==> config.mk <==
export PLATFORM = sky130hd
export DESIGN_NAME = twm_slave
export DESIGN_NICKNAME = d
export VERILOG_FILES = /design/src/rtl/twm_pkg.sv /design/src/rtl/twm_cond.sv /design/src/rtl/twm_shreg.sv /design/src/rtl/twm_slave.sv
export SDC_FILE = /design/constraint.sdc
export NUM_CORES = 1
export LEC_CHECK = 0
export BUFFER_PORTS_ARGS = -buffer_cell sky130_fd_sc_hd__buf_2
export CAP_MARGIN = 10
export CORE_MARGIN = 1
export CORE_UTILIZATION = 45
export DETAILED_ROUTE_END_ITERATION = 12
export GPL_ROUTABILITY_DRIVEN = 0
export PLACE_DENSITY_LB_ADDON = 0.25
export SLEW_MARGIN = 20
export SYNTH_ARGS = -nofsm -noshare
export SYNTH_HDL_FRONTEND = slang
export SYNTH_SLANG_ARGS = --single-unit
==> constraint.sdc <==
create_clock -name clk -period 4.5 [get_ports clk]
set_input_delay 1.125 -clock clk [delete_from_list [all_inputs] [get_ports clk]]
set_output_delay 1.125 -clock clk [all_outputs]
set_load 0.01 [all_outputs]
==> src/rtl/twm_pkg.sv <==
// Shared types and constants of the two-wire memory slave.
package twm_pkg;
    typedef enum logic [2:0] {
        ST_IDLE, ST_DEV, ST_WAH, ST_WAL, ST_WDAT, ST_RD
    } twm_state_e;
    localparam logic [3:0] DEV_TYPE = 4'b1010;
endpackage

==> src/rtl/twm_cond.sv <==
// Line event detector: finds clock edges and start/stop conditions.
// Assumes inputs are already synchronized; lines idle high after reset.
module twm_cond (
    input  logic clk,
    input  logic rst_n,
    input  logic scl_i,
    input  logic sda_i,
    output logic scl_rise,
    output logic scl_fall,
    output logic start_det,
    output logic stop_det
);
    logic scl_q, sda_q;

    // hold the previous line levels
    always_ff @(posedge clk) begin
        if (!rst_n) begin
            scl_q <= 1'b1;
            sda_q <= 1'b1;
        end else begin
            scl_q <= scl_i;
            sda_q <= sda_i;
        end
    end

    // decode events from previous and present levels
    always_comb begin
        scl_rise  = scl_i & ~scl_q;
        scl_fall  = ~scl_i & scl_q;
        start_det = scl_i & scl_q & sda_q & ~sda_i;
        stop_det  = scl_i & scl_q & ~sda_q & sda_i;
    end
endmodule

==> src/rtl/twm_shreg.sv <==
// Left-shifting byte register with parallel load; used for receive and transmit.
// Assumes load and shift are never requested together (load wins).
module twm_shreg #(
    parameter int W = 8
) (
    input  logic         clk,
    input  logic         rst_n,
    input  logic         load,
    input  logic [W-1:0] load_data,
    input  logic         shift,
    input  logic         bit_i,
    output logic [W-1:0] data_o
);
    // load or shift one bit in from the right
    always_ff @(posedge clk) begin
        if (!rst_n)
            data_o <= '0;
        else if (load)
            data_o <= load_data;
        else if (shift)
            data_o <= {data_o[W-2:0], bit_i};
    end
endmodule

==> src/rtl/twm_slave.sv <==
// Two-wire serial memory slave protocol engine.
// Sequences device address, two-byte word address, write data and read data.
// Assumes an external address counter (load/increment), a combinational read
// port at the counter address and an external write-cycle timer (busy).
module twm_slave #(
    parameter int ADDR_W  = 13,
    parameter int DATA_W  = 8,
    parameter int STRAP_W = 3
) (
    input  logic              clk,
    input  logic              rst_n,
    input  logic              scl_i,
    input  logic              sda_i,
    input  logic [STRAP_W-1:0] strap_i,
    output logic              sda_drive_o,
    input  logic              wc_busy_i,
    output logic              wc_start_o,
    output logic              ac_load_o,
    output logic [ADDR_W-1:0] ac_load_addr_o,
    output logic              ac_inc_o,
    output logic              ac_wrap_page_o,
    input  logic [DATA_W-1:0] mem_rdata_i,
    output logic              mem_wr_o,
    output logic [DATA_W-1:0] mem_wdata_o
);
    import twm_pkg::*;

    localparam int HI_W   = ADDR_W - DATA_W;
    localparam int CNT_W  = $clog2(DATA_W + 2);
    localparam logic [CNT_W-1:0] LAST_BIT = CNT_W'(DATA_W - 1);
    localparam logic [CNT_W-1:0] ACK_SLOT = CNT_W'(DATA_W);
    localparam logic [CNT_W-1:0] ACK_DONE = CNT_W'(DATA_W + 1);

    twm_state_e        state_q;
    logic [CNT_W-1:0]  bitcnt_q;
    logic              ack_q, rw_q, wrote_q;
    logic [HI_W-1:0]   hi_q;
    logic              scl_rise, scl_fall, start_det, stop_det;
    logic [DATA_W-1:0] rx_byte, tx_byte, rx_next;
    logic              receiving, addr_hit, rx_shift, tx_load, tx_shift;

    twm_cond u_cond (
        .clk(clk), .rst_n(rst_n), .scl_i(scl_i), .sda_i(sda_i),
        .scl_rise(scl_rise), .scl_fall(scl_fall),
        .start_det(start_det), .stop_det(stop_det)
    );

    twm_shreg #(.W(DATA_W)) u_rx (
        .clk(clk), .rst_n(rst_n), .load(1'b0), .load_data('0),
        .shift(rx_shift), .bit_i(sda_i), .data_o(rx_byte)
    );

    twm_shreg #(.W(DATA_W)) u_tx (
        .clk(clk), .rst_n(rst_n), .load(tx_load), .load_data(mem_rdata_i),
        .shift(tx_shift), .bit_i(1'b0), .data_o(tx_byte)
    );

    // byte assembly, address match and shift-register control
    always_comb begin
        receiving = (state_q == ST_DEV) || (state_q == ST_WAH) ||
                    (state_q == ST_WAL) || (state_q == ST_WDAT);
        rx_next   = {rx_byte[DATA_W-2:0], sda_i};
        addr_hit  = (rx_next[DATA_W-1:1] == {DEV_TYPE, strap_i}) && !wc_busy_i;
        rx_shift  = receiving && scl_rise && (bitcnt_q < ACK_SLOT);
        tx_load   = scl_fall && (bitcnt_q == ACK_DONE) &&
                    ((state_q == ST_RD) || (state_q == ST_DEV && rw_q));
        tx_shift  = (state_q == ST_RD) && scl_fall &&
                    (bitcnt_q != '0) && (bitcnt_q < ACK_SLOT);
    end

    // transaction sequencer, line drive and request pulses
    always_ff @(posedge clk) begin
        if (!rst_n) begin
            state_q <= ST_IDLE;  bitcnt_q <= '0;  ack_q <= 1'b0;
            rw_q <= 1'b0;  wrote_q <= 1'b0;  hi_q <= '0;
            sda_drive_o <= 1'b0;  wc_start_o <= 1'b0;  ac_load_o <= 1'b0;
            ac_load_addr_o <= '0;  ac_inc_o <= 1'b0;  ac_wrap_page_o <= 1'b0;
            mem_wr_o <= 1'b0;  mem_wdata_o <= '0;
        end else begin
            wc_start_o <= 1'b0;  ac_load_o <= 1'b0;
            ac_inc_o <= 1'b0;  mem_wr_o <= 1'b0;
            if (start_det) begin
                state_q <= ST_DEV;  bitcnt_q <= '0;  ack_q <= 1'b0;
                sda_drive_o <= 1'b0;  wrote_q <= 1'b0;
            end else if (stop_det) begin
                state_q <= ST_IDLE;  sda_drive_o <= 1'b0;
                wc_start_o <= wrote_q;  wrote_q <= 1'b0;
            end else if (receiving) begin
                if (scl_rise && bitcnt_q < ACK_SLOT) begin
                    bitcnt_q <= bitcnt_q + 1'b1;
                    if (bitcnt_q == LAST_BIT) begin
                        ack_q <= 1'b1;
                        case (state_q)
                            ST_DEV: begin
                                rw_q <= rx_next[0];
                                if (!addr_hit) begin
                                    state_q <= ST_IDLE;
                                    ack_q   <= 1'b0;
                                end
                            end
                            ST_WAH: hi_q <= rx_next[HI_W-1:0];
                            ST_WAL: begin
                                ac_load_o      <= 1'b1;
                                ac_load_addr_o <= {hi_q, rx_next};
                            end
                            default: begin
                                mem_wr_o <= 1'b1;  mem_wdata_o <= rx_next;
                                ac_inc_o <= 1'b1;  ac_wrap_page_o <= 1'b1;
                                wrote_q  <= 1'b1;
                            end
                        endcase
                    end
                end else if (scl_rise) begin
                    bitcnt_q <= ACK_DONE;
                end
                if (scl_fall && bitcnt_q == ACK_SLOT)
                    sda_drive_o <= ack_q;
                if (scl_fall && bitcnt_q == ACK_DONE) begin
                    bitcnt_q <= '0;  ack_q <= 1'b0;  sda_drive_o <= 1'b0;
                    case (state_q)
                        ST_DEV: begin
                            state_q <= rw_q ? ST_RD : ST_WAH;
                            if (rw_q) sda_drive_o <= ~mem_rdata_i[DATA_W-1];
                        end
                        ST_WAH:  state_q <= ST_WAL;
                        default: state_q <= ST_WDAT;
                    endcase
                end
            end else if (state_q == ST_RD) begin
                if (scl_rise && bitcnt_q < ACK_SLOT) begin
                    bitcnt_q <= bitcnt_q + 1'b1;
                end else if (scl_rise && bitcnt_q == ACK_SLOT) begin
                    ac_inc_o <= 1'b1;  ac_wrap_page_o <= 1'b0;
                    if (sda_i) state_q <= ST_IDLE;
                    else bitcnt_q <= ACK_DONE;
                end
                if (tx_shift)
                    sda_drive_o <= ~tx_byte[DATA_W-2];
                if (scl_fall && bitcnt_q == ACK_SLOT)
                    sda_drive_o <= 1'b0;
                if (scl_fall && bitcnt_q == ACK_DONE) begin
                    bitcnt_q <= '0;
                    sda_drive_o <= ~mem_rdata_i[DATA_W-1];
                end
            end
        end
    end


    drive_hold_chk: assert property (@(posedge clk) disable iff (!rst_n)
        (scl_i && !scl_rise) |=> $stable(sda_drive_o));

    wr_inc_chk: assert property (@(posedge clk) disable iff (!rst_n)
        mem_wr_o |-> (ac_inc_o && ac_wrap_page_o));

    pulse_excl_chk: assert property (@(posedge clk) disable iff (!rst_n)
        $onehot0({ac_load_o, mem_wr_o, wc_start_o}));

    inc_pulse_chk: assert property (@(posedge clk) disable iff (!rst_n)
        ac_inc_o |=> !ac_inc_o);

    busy_quiet_chk: assert property (@(posedge clk) disable iff (!rst_n)
        wc_busy_i |-> (!mem_wr_o && !ac_load_o));
endmodule

; Word-level counts from Yosys, hierarchy flattened
; Cells that the tools add are included.
[word_totals]
regBits = 58
latchBits = 0
ram_bits = 0
rom_bits = 0
inputBits = 16
wordCells = 166
n_memories = 0
[classes]
n_addsub = 1
n_mul = 0
div = 0
n_lt_le_gt_ge = 1
n_eq_ne = 25
shift = 0
muxes = 54
bitwise = 20
reduce_logical = 46
[op_table]
columns = operator, count
row1 = two-way mux 4 bit, 9
row2 = two-way mux 3 bit, 11
row3 = two-way mux 1 bit, 31
row4 = AND reduction 6 bit, 4
row5 = AND reduction 8 bit, 3
row6 = nonzero test 4 bit, 5
row7 = inequality test 5 x 3 -> 1 bit (second input constant), 3
row8 = two-way mux 7 bit, 2
row9 = NOT 1 bit, 13
row10 = logical AND 1 bit, 12
row11 = inequality test 3 x 1 -> 1 bit (second input constant), 4
row12 = nonzero test 2 bit, 6
row13 = OR reduction 3 bit, 3
row14 = equality test 4 bit (second input constant), 2
row15 = AND reduction 4 bit, 2
row16 = bitwise AND 1 bit, 7
row17 = equality test 7 bit, 1
row18 = equality test 3 x 2 -> 1 bit (second input constant), 2
row19 = equality test 3 bit (second input constant), 2
row20 = inequality test 6 x 5 -> 1 bit (second input constant), 1
row21 = one-hot mux 3 bit (2 select lines), 1
row22 = OR reduction 6 bit, 1
row23 = AND reduction 5 bit, 1
row24 = adder 4 x 1 -> 4 bit (second input constant), 1
row25 = other kinds (15), 20

; Logic depth before layout (Yosys ltp)
; Gate-level depths: netlist of run 1.
[logic_depth]
depth_word = 10
depth_mapped = 8
depth_no_buf = 7

; By module
; From an unflattened synthesis of run 1, not the netlist that was laid out.
[unflattened]
hier_cells = 311
hier_area_um2 = 2981.6
[modules_own_cells]
columns = module, n_inst, cells_each, area_per_inst_um2, seq_area_each_um2
row1 = twm_slave, 1, 233, 2015.7, 840.8
row2 = twm_shreg, 2, 35, 440.4, 160.2
row3 = twm_cond, 1, 8, 85.1, 40.0

; Worst setup path after synthesis of run 1
; No wires, ideal clock.
[synth_path]
path_kind = input port to flip-flop
start = input scl_i
end = register u_tx.data_o[0]
setup_time_ps = 118
t_arrival_ps = 2414
required_time_ps = 4382
slack_ps = 1968
stages = 6
n_path_buf = 1
path_cell_list = or3b_1 or4_1 buf_2 and2_4 a22oi_1 nor2b_1
[synth_between]
elab_chain_cells = 6
elab_cells_between_ends = 9
[synth_rtl]
columns = item, line
row1 = start: declaration, twm_slave.sv:12  ; input logic scl_i,
row2 = NOT 1 bit (*), twm_cond.sv:29  ; scl_fall = ~scl_i & scl_q;
row3 = bitwise AND 1 bit (*), twm_cond.sv:29
row4 = logical AND 1 bit (2 in a row), twm_slave.sv:67  ; tx_shift = (state_q == ST_RD) && scl_fall &&
row5 = logical AND 1 bit, twm_slave.sv:68  ; (bitcnt_q != '0) && (bitcnt_q < ACK_SLOT);
row6 = nonzero test 2 bit (no line), --
row7 = end signal: assignment, twm_shreg.sv:19  ; data_o <= load_data;
row8 = end signal: assignment, twm_shreg.sv:21  ; data_o <= {data_o[W-2:0], bit_i};
row9 = end: declaration, twm_shreg.sv:12  ; output logic [W-1:0] data_o
; Every way passes the cells marked *; elsewhere a longest branch is shown, timed or not.
; A chain may end at the register's enable or synchronous reset.

; Final worst setup path of run 1
[layout_path]
start = input scl_i
end = register mem_wdata_o[7]
[layout_between]
elab_chain_cells = 5
elab_cells_between_ends = 10
[layout_rtl]
columns = item, line
row1 = bitwise AND 1 bit, "twm_cond.sv:30, twm_cond.sv:31"
row2 = "bitwise AND 1 bit, on equally long branches (2 in a row)", "twm_cond.sv:30, twm_cond.sv:31"
row3 = NOT 1 bit (no line), --
row4 = AND reduction 6 bit (no line) (*), --
row5 = end signal: assignment, twm_slave.sv:78  ; mem_wr_o <= 1'b0; mem_wdata_o <= '0;
row6 = end signal: assignment, twm_slave.sv:107  ; mem_wr_o <= 1'b1; mem_wdata_o <= rx_next;
row7 = end: declaration, twm_slave.sv:24  ; output logic [DATA_W-1:0] mem_wdata_o
; Marked as above.

==> results of run 1 <==
## report_power, final
group	switching, mW	internal, mW	total [mW]
registers	0.00243	0.515	0.517
logic	0.0227	0.0160	0.0387
clock network	0.206	0.211	0.418
## state kept, by name (all words and copies together), names as in the netlist, 3 cells and up
register / flops
ac_load_addr_o: 13
mem_wdata_o: 8
u_rx.data_o: 7
u_tx.data_o: 7
hi_q: 5
bitcnt_q: 4
state_q: 3
## layer usage
| layer | up-vias | global-route usage [%] | wire length [µm] | part of all wire (%) |
|---|---|---|---|---|
| li1 | 1140 | - | - | - |
| met1 | 1055 | 27.1 | 2780 | 49 |
| met4 | 0 | 9.82 | 85 | 1.5 |
| met5 | - | 0 | 0 | 0 |
| met2 | 49 | 30.0 | 2550 | 45 |
| met3 | 8 | 3.79 | 263 | 4.6 |
## worst max path at each step
stage,to,depth (start not counted),startpoint
after floorplan,u_tx.data_o[0]$_SDFFE_PN0P_,6,scl_i
after global placement,mem_wdata_o[3]$_SDFFE_PN0P_,6,scl_i
after detailed placement,mem_wdata_o[7]$_SDFFE_PN0P_,6,scl_i
after CTS,mem_wdata_o[7]$_SDFFE_PN0P_,6,scl_i
after global routing,mem_wdata_o[2]$_SDFFE_PN0P_,6,scl_i
final,mem_wdata_o[7]$_SDFFE_PN0P_,6,scl_i
## area by class of cell
| cell class | instances | area [µm²] |
|---|---|---|
| multi-input cells | 221 | 1390 |
| fillers | 551 | 2550 |
| flip-flops and latches | 58 | 1160 |
| repair buffers | 42 | 210 |
| well taps | 72 | 90.1 |
| clock buffers | 11 | 141 |
| inverters | 10 | 37.5 |
| clock inverters | 5 | 30.0 |
## placed cells by master, fill, tap and decap left out, types with 4 or more instances in the layout
cell	count
buf_2	42
dfxtp_1	58
nand2_1	55
mux2i_1	18
a21oi_1	12
a21boi_0	21
nor2_1	10
nand3_1	15
clkbuf_8	10
o211a_1	4
o21ai_0	12
inv_1	10
xnor2_1	4
nor2b_1	20
## logic make-up after synthesis
family	count (synthesis)	share of synthesized area (%)
flip-flops	58	43.5
buffers and inverters	28	4.41
XOR/XNOR	5	1.64
AO/OA/AOI/OAI	72	19.3
multiplexers	18	6.75
adder cells (fa/ha/maj)	3	1.41
AND/OR/NAND/NOR	123	23.0
## worst max-delay path, delay by kind of cell
family / cells / cell delay, ps
multiplexers: 1 / 330
AND/OR/NAND/NOR: 4 / 1280
buffers and inverters: 1 / 130
==> results.toml, run 1 <==
[routing]
viasPerCell = 5.37
antenna_left = 0
drc = 0
routed_wl_um = 5670
wire_per_inst_um = 13.5
first_pass_iters = 4
num_vias = 2252
drtIter0Drc = 150

[grt]
grt_antenna_before_repair = 0
grt_pass1_wl_um = 9580
first_global_vias = 2087
grt_max_degree = 49
grt_use_total_pct = 19.9
overflow = 0

[setup_path]
reg2reg_slack_ps = 2300
crit_arrival_ps = 2880
critPathLaunchType = "primary input"
crit_slowest_cell = "nand3_1"
cp-end-kind = "flop"
slowest_delay_ps = 590
crit_required_ps = 4730
r2r-end = "mem_wdata_o[7]$_SDFFE_PN0P_"
reg2reg_depth = 6
timing.rr.start = "bitcnt_q[0]$_SDFFE_PP0P_"
path_class = "primary input to flop"
worstPathMaxFanout = 12
worstPathCellList = "buf_2 -> nand2b_1 -> nor3_2 -> nand3_1 -> mux2i_1 -> nor2b_1"

[yosys]
synth-seq-cells = 58
yosys_warnings = 0
synth-main-ff-cell = "dfxtp_1"
synth_edf_count = 0
netlist_top_cells_area = "dfxtp_1, nand2_1, mux2i_1, a21boi_0, nor2b_1"
postSynthAreaPerCell_um2 = 8.69
synth.distinct_cells = 49
synth_nets = 326
synth_area_um2 = 2670
synthArstFlopShare_pct = 0
synth_top_area_share_pct = 43.5
synth_common_cells = "dfxtp_1, nand2_1, a21boi_0"
synth_seq_area_share_pct = 43.5
netlist_instances = 307
yosys.area.top_type = "dfxtp_1"
post-synth-top-count-cell = "dfxtp_1"

[sta]
max_freq_mhz = 376
drv_slew = 0
hold_violations = 0
layout_min_cycle_time_ps = 2660
timing.final.ws_setup_ps = 1840
rsz0062_at_grt = "no"
fin_crit_sh_pct = 59.1
setup_tns_ps = 0
setup_violations = 0
finalClockSkew_ps = 8.16
slew_headroom_pct = 45.8
tightest_slew_ps = 804
whs_ps = 445

[clock_tree]
cts_buffer_depth = 2
cts.clk_slew.worst_paths_ps = 60
cts-root-buf = "clkbuf_8"
ctsHoldBuffers = 0
clk_latency_ps = 340
cts_tree = "done"
cts_resized = 0
cts_made_buffers = 9
clkSinkCount = 58
ctsHtreeMaxLevel = 3
cts_setup_buffers = 0

[floorplanning]
core-area_um2 = 5610
dieArea_um2 = 6240
fp.dieH_um = 79.0
initial_utilization_pct = 47.6
row_count = 27
ios = 43
die_width_um = 79.0

[min_path]
min_from = "ac_wrap_page_o$_SDFFE_PN0P_"
holdPathEnd = "ac_wrap_page_o$_SDFFE_PN0P_"
worstHoldPathCells = 2
hold_path_class = "flop to flop"

[pwr]
vdd_drop_max_mv = 0.179
power_mw = 0.973
leakage_nw = 1.33
p_per_area_nw_per_um2 = 318

[run]
drv_cap = 0

[placed_design]
port_buffers = 42
dp.cells = 403
dpl_cell_area_um2 = 2890
dp_hpwl_um = 3810
place_ws_ps = 1490

[layout]
final_area_um2 = 3060
antennaDiodeCount = 0
fin_nets = 361
instances_no_fill = 419
syn2layout_area_growth_pct = 14.7
utilization_pct = 54.6
drive_above_1_share_pct = 18.2

[status]
status = "finished clean"
No activity file was read; power rests on OpenSTA's default activity.
==> run 2, diff against run 1 <==
ABC_AREA = 1   (was default)
clock period = 2.56 ns   (was 4.5 ns; I/O delays follow)
==> results.toml, run 2 <==
[yosys]
synth-seq-cells = 58
synth_seq_area_share_pct = 46.2
netlist_instances = 343
synth_top_area_share_pct = 46.2
netlist_top_cells_area = "dfxtp_1, a21oi_1, nand2_1, o21ai_0, inv_1"
synth.distinct_cells = 27
synth_area_um2 = 2510
synth_nets = 362
synth_edf_count = 0
synth_common_cells = "dfxtp_1, nand2_1, a21oi_1"
yosys_warnings = 0
synthArstFlopShare_pct = 0
postSynthAreaPerCell_um2 = 7.32
synth-main-ff-cell = "dfxtp_1"
post-synth-top-count-cell = "dfxtp_1"
yosys.area.top_type = "dfxtp_1"

[clock_tree]
ctsHoldBuffers = 0
clk_latency_ps = 330
cts_setup_buffers = 0
clkSinkCount = 58
cts.clk_slew.worst_paths_ps = 60
cts-root-buf = "clkbuf_8"
cts_tree = "done"
ctsHtreeMaxLevel = 3
cts_resized = 0
cts_made_buffers = 9
cts_buffer_depth = 2

[setup_path]
critPathLaunchType = "flop"
cp-end-kind = "flop"
slowest_delay_ps = 470
crit_family = "simple AND/OR/NAND/NOR gates"
crit_slowest_cell = "nand3_1"
crit_required_ps = 2750
worstPathMaxFanout = 20
path_class = "flop to flop"
path_common_cell = "nand3_1"
worstPathCellList = "ha_1 -> nand3_1 -> nor2_4 -> nand3_1 -> o21ai_0 -> a21oi_1"
path_buf_inv = 0
crit_arrival_ps = 2160

[sta]
drv_slew = 0
max_freq_mhz = 508
hold_violations = 0
timing.final.ws_setup_ps = 590
finalClockSkew_ps = 10.4
setup_tns_ps = 0
layout_min_cycle_time_ps = 1970
tightest_slew_ps = 609
fin_crit_sh_pct = 77.0
slew_headroom_pct = 59.3
setup_violations = 0
rsz0062_at_grt = "no"
whs_ps = 441

[routing]
viasPerCell = 5.04
wire_per_inst_um = 12.3
routed_wl_um = 5690
first_pass_iters = 4
drc = 0
num_vias = 2340
drtIter0Drc = 147
antenna_left = 0

[floorplanning]
fp.dieH_um = 76.7
initial_utilization_pct = 48.0
die_width_um = 76.7
row_count = 26
dieArea_um2 = 5890
ios = 43
core-area_um2 = 5240

[placed_design]
port_buffers = 42
place_ws_ps = 465
dp_hpwl_um = 4090
dpl_cell_area_um2 = 2780

[grt]
grt_use_total_pct = 20.5
overflow = 0
grt_pass1_wl_um = 9470
first_global_vias = 2015
grt_max_degree = 28
grt_antenna_before_repair = 0

[layout]
top_register = "ac_load_addr_o"
antennaDiodeCount = 0
syn2layout_area_growth_pct = 18.8
multiInputGateArea_um2 = 1100
largest_reg_flops = 13
final_area_um2 = 2990
mostFrequentLayoutCells = "dfxtp_1, nand2_1, a21oi_1, inv_1, buf_2"
fin_nets = 408
largestRegisters = "ac_load_addr_o (13), mem_wdata_o (8)"
drive_above_1_share_pct = 18.8
final-seq-area_um2 = 1160
fillers = 528
final_common_cell = "dfxtp_1"

[run]
drv_cap = 0

[pwr]
power_mw = 1.88
internal_power_mw = 1.45
seqPwrFrac_pct = 48.7
leakage_nw = 1.26
switching_share_pct = 23.3
p_per_area_nw_per_um2 = 631
power_frac_clock_pct = 45.7
p_switching_mw = 0.440
vdd_drop_max_mv = 0.342
pwr-share-comb_pct = 5.6

[min_path]
hold_path_class = "flop to flop"

[status]
status = "finished clean"
run 2: cell families after synthesis:
kind of cell	after synthesis	share of synthesized area, %
AOI/OAI and AO/OA	97	19.7
buffers and inverters	63	10.2
adders and majority gates	3	1.49
and+or+nand+nor	122	22.4
DFF	58	46.2
run 2: path summary, 6_finish.rpt:
kind,from,endpoint,slack [ps],cells after the start
hold / removal,mem_wdata_o[0]$_SDFFE_PN0P_,mem_wdata_o[0]$_SDFFE_PN0P_,440,2
setup reg to reg,bitcnt_q[0]$_SDFFE_PP0P_,mem_wdata_o[1]$_SDFFE_PN0P_,590,6
hold reg to reg,mem_wdata_o[0]$_SDFFE_PN0P_,mem_wdata_o[0]$_SDFFE_PN0P_,440,2
setup / recovery,bitcnt_q[0]$_SDFFE_PP0P_,mem_wdata_o[1]$_SDFFE_PN0P_,590,6
run 2: layout make-up:
| type | count | share of cell area [%] |
|---|---|---|
| sequential | 58 | 38.9 |
| clock buffer | 12 | 5.20 |
| timing repair buffer | 46 | 8.05 |
| clock inverter | 4 | 1.68 |
| tap | 70 | 2.93 |
| multi-input combinational | 222 | 36.7 |
| inverter | 52 | 6.54 |
run 2: per-stage QoR:
step / cells / util (%)
2_1_floorplan: 343 / -
3_3_place_gp: 448 / 53.1
3_5_place_dp: 448 / 53.1
4_1_cts: 464 / 57.0
5_1_grt: 464 / 57.0
6_report: 464 / 57.0
run 2: power groups by stage:
| stage | clock network (mW) | registers, mW | logic [mW] |
|---|---|---|---|
| 2_1_floorplan | 0 | 0.935 | 0.0716 |
| 3_3_place_gp | 0 | 0.937 | 0.103 |
| 3_5_place_dp | 0 | 0.937 | 0.105 |
| 4_1_cts | 0.875 | 0.917 | 0.105 |
| 5_1_grt | 0.919 | 0.918 | 0.121 |
| 6_report | 0.862 | 0.917 | 0.106 |
run 2: layer usage:
| metal | routed length, µm | vias to the layer above | global-route usage (%) |
|---|---|---|---|
| li1 | - | 1218 | - |
| met1 | 2880 | 1043 | 29.4 |
| met2 | 2390 | 67 | 28.5 |
| met3 | 281 | 12 | 4.64 |
| met4 | 132 | 0 | 10.6 |
| met5 | 0 | - | 0 |
run 2: worst reg2reg max path: stages, from the launching register on:
cell     delay, ps
dfxtp_1        410
ha_1           220
nand3_1        140
nor2_4         190
nand3_1        470
o21ai_0        340
a21oi_1         60
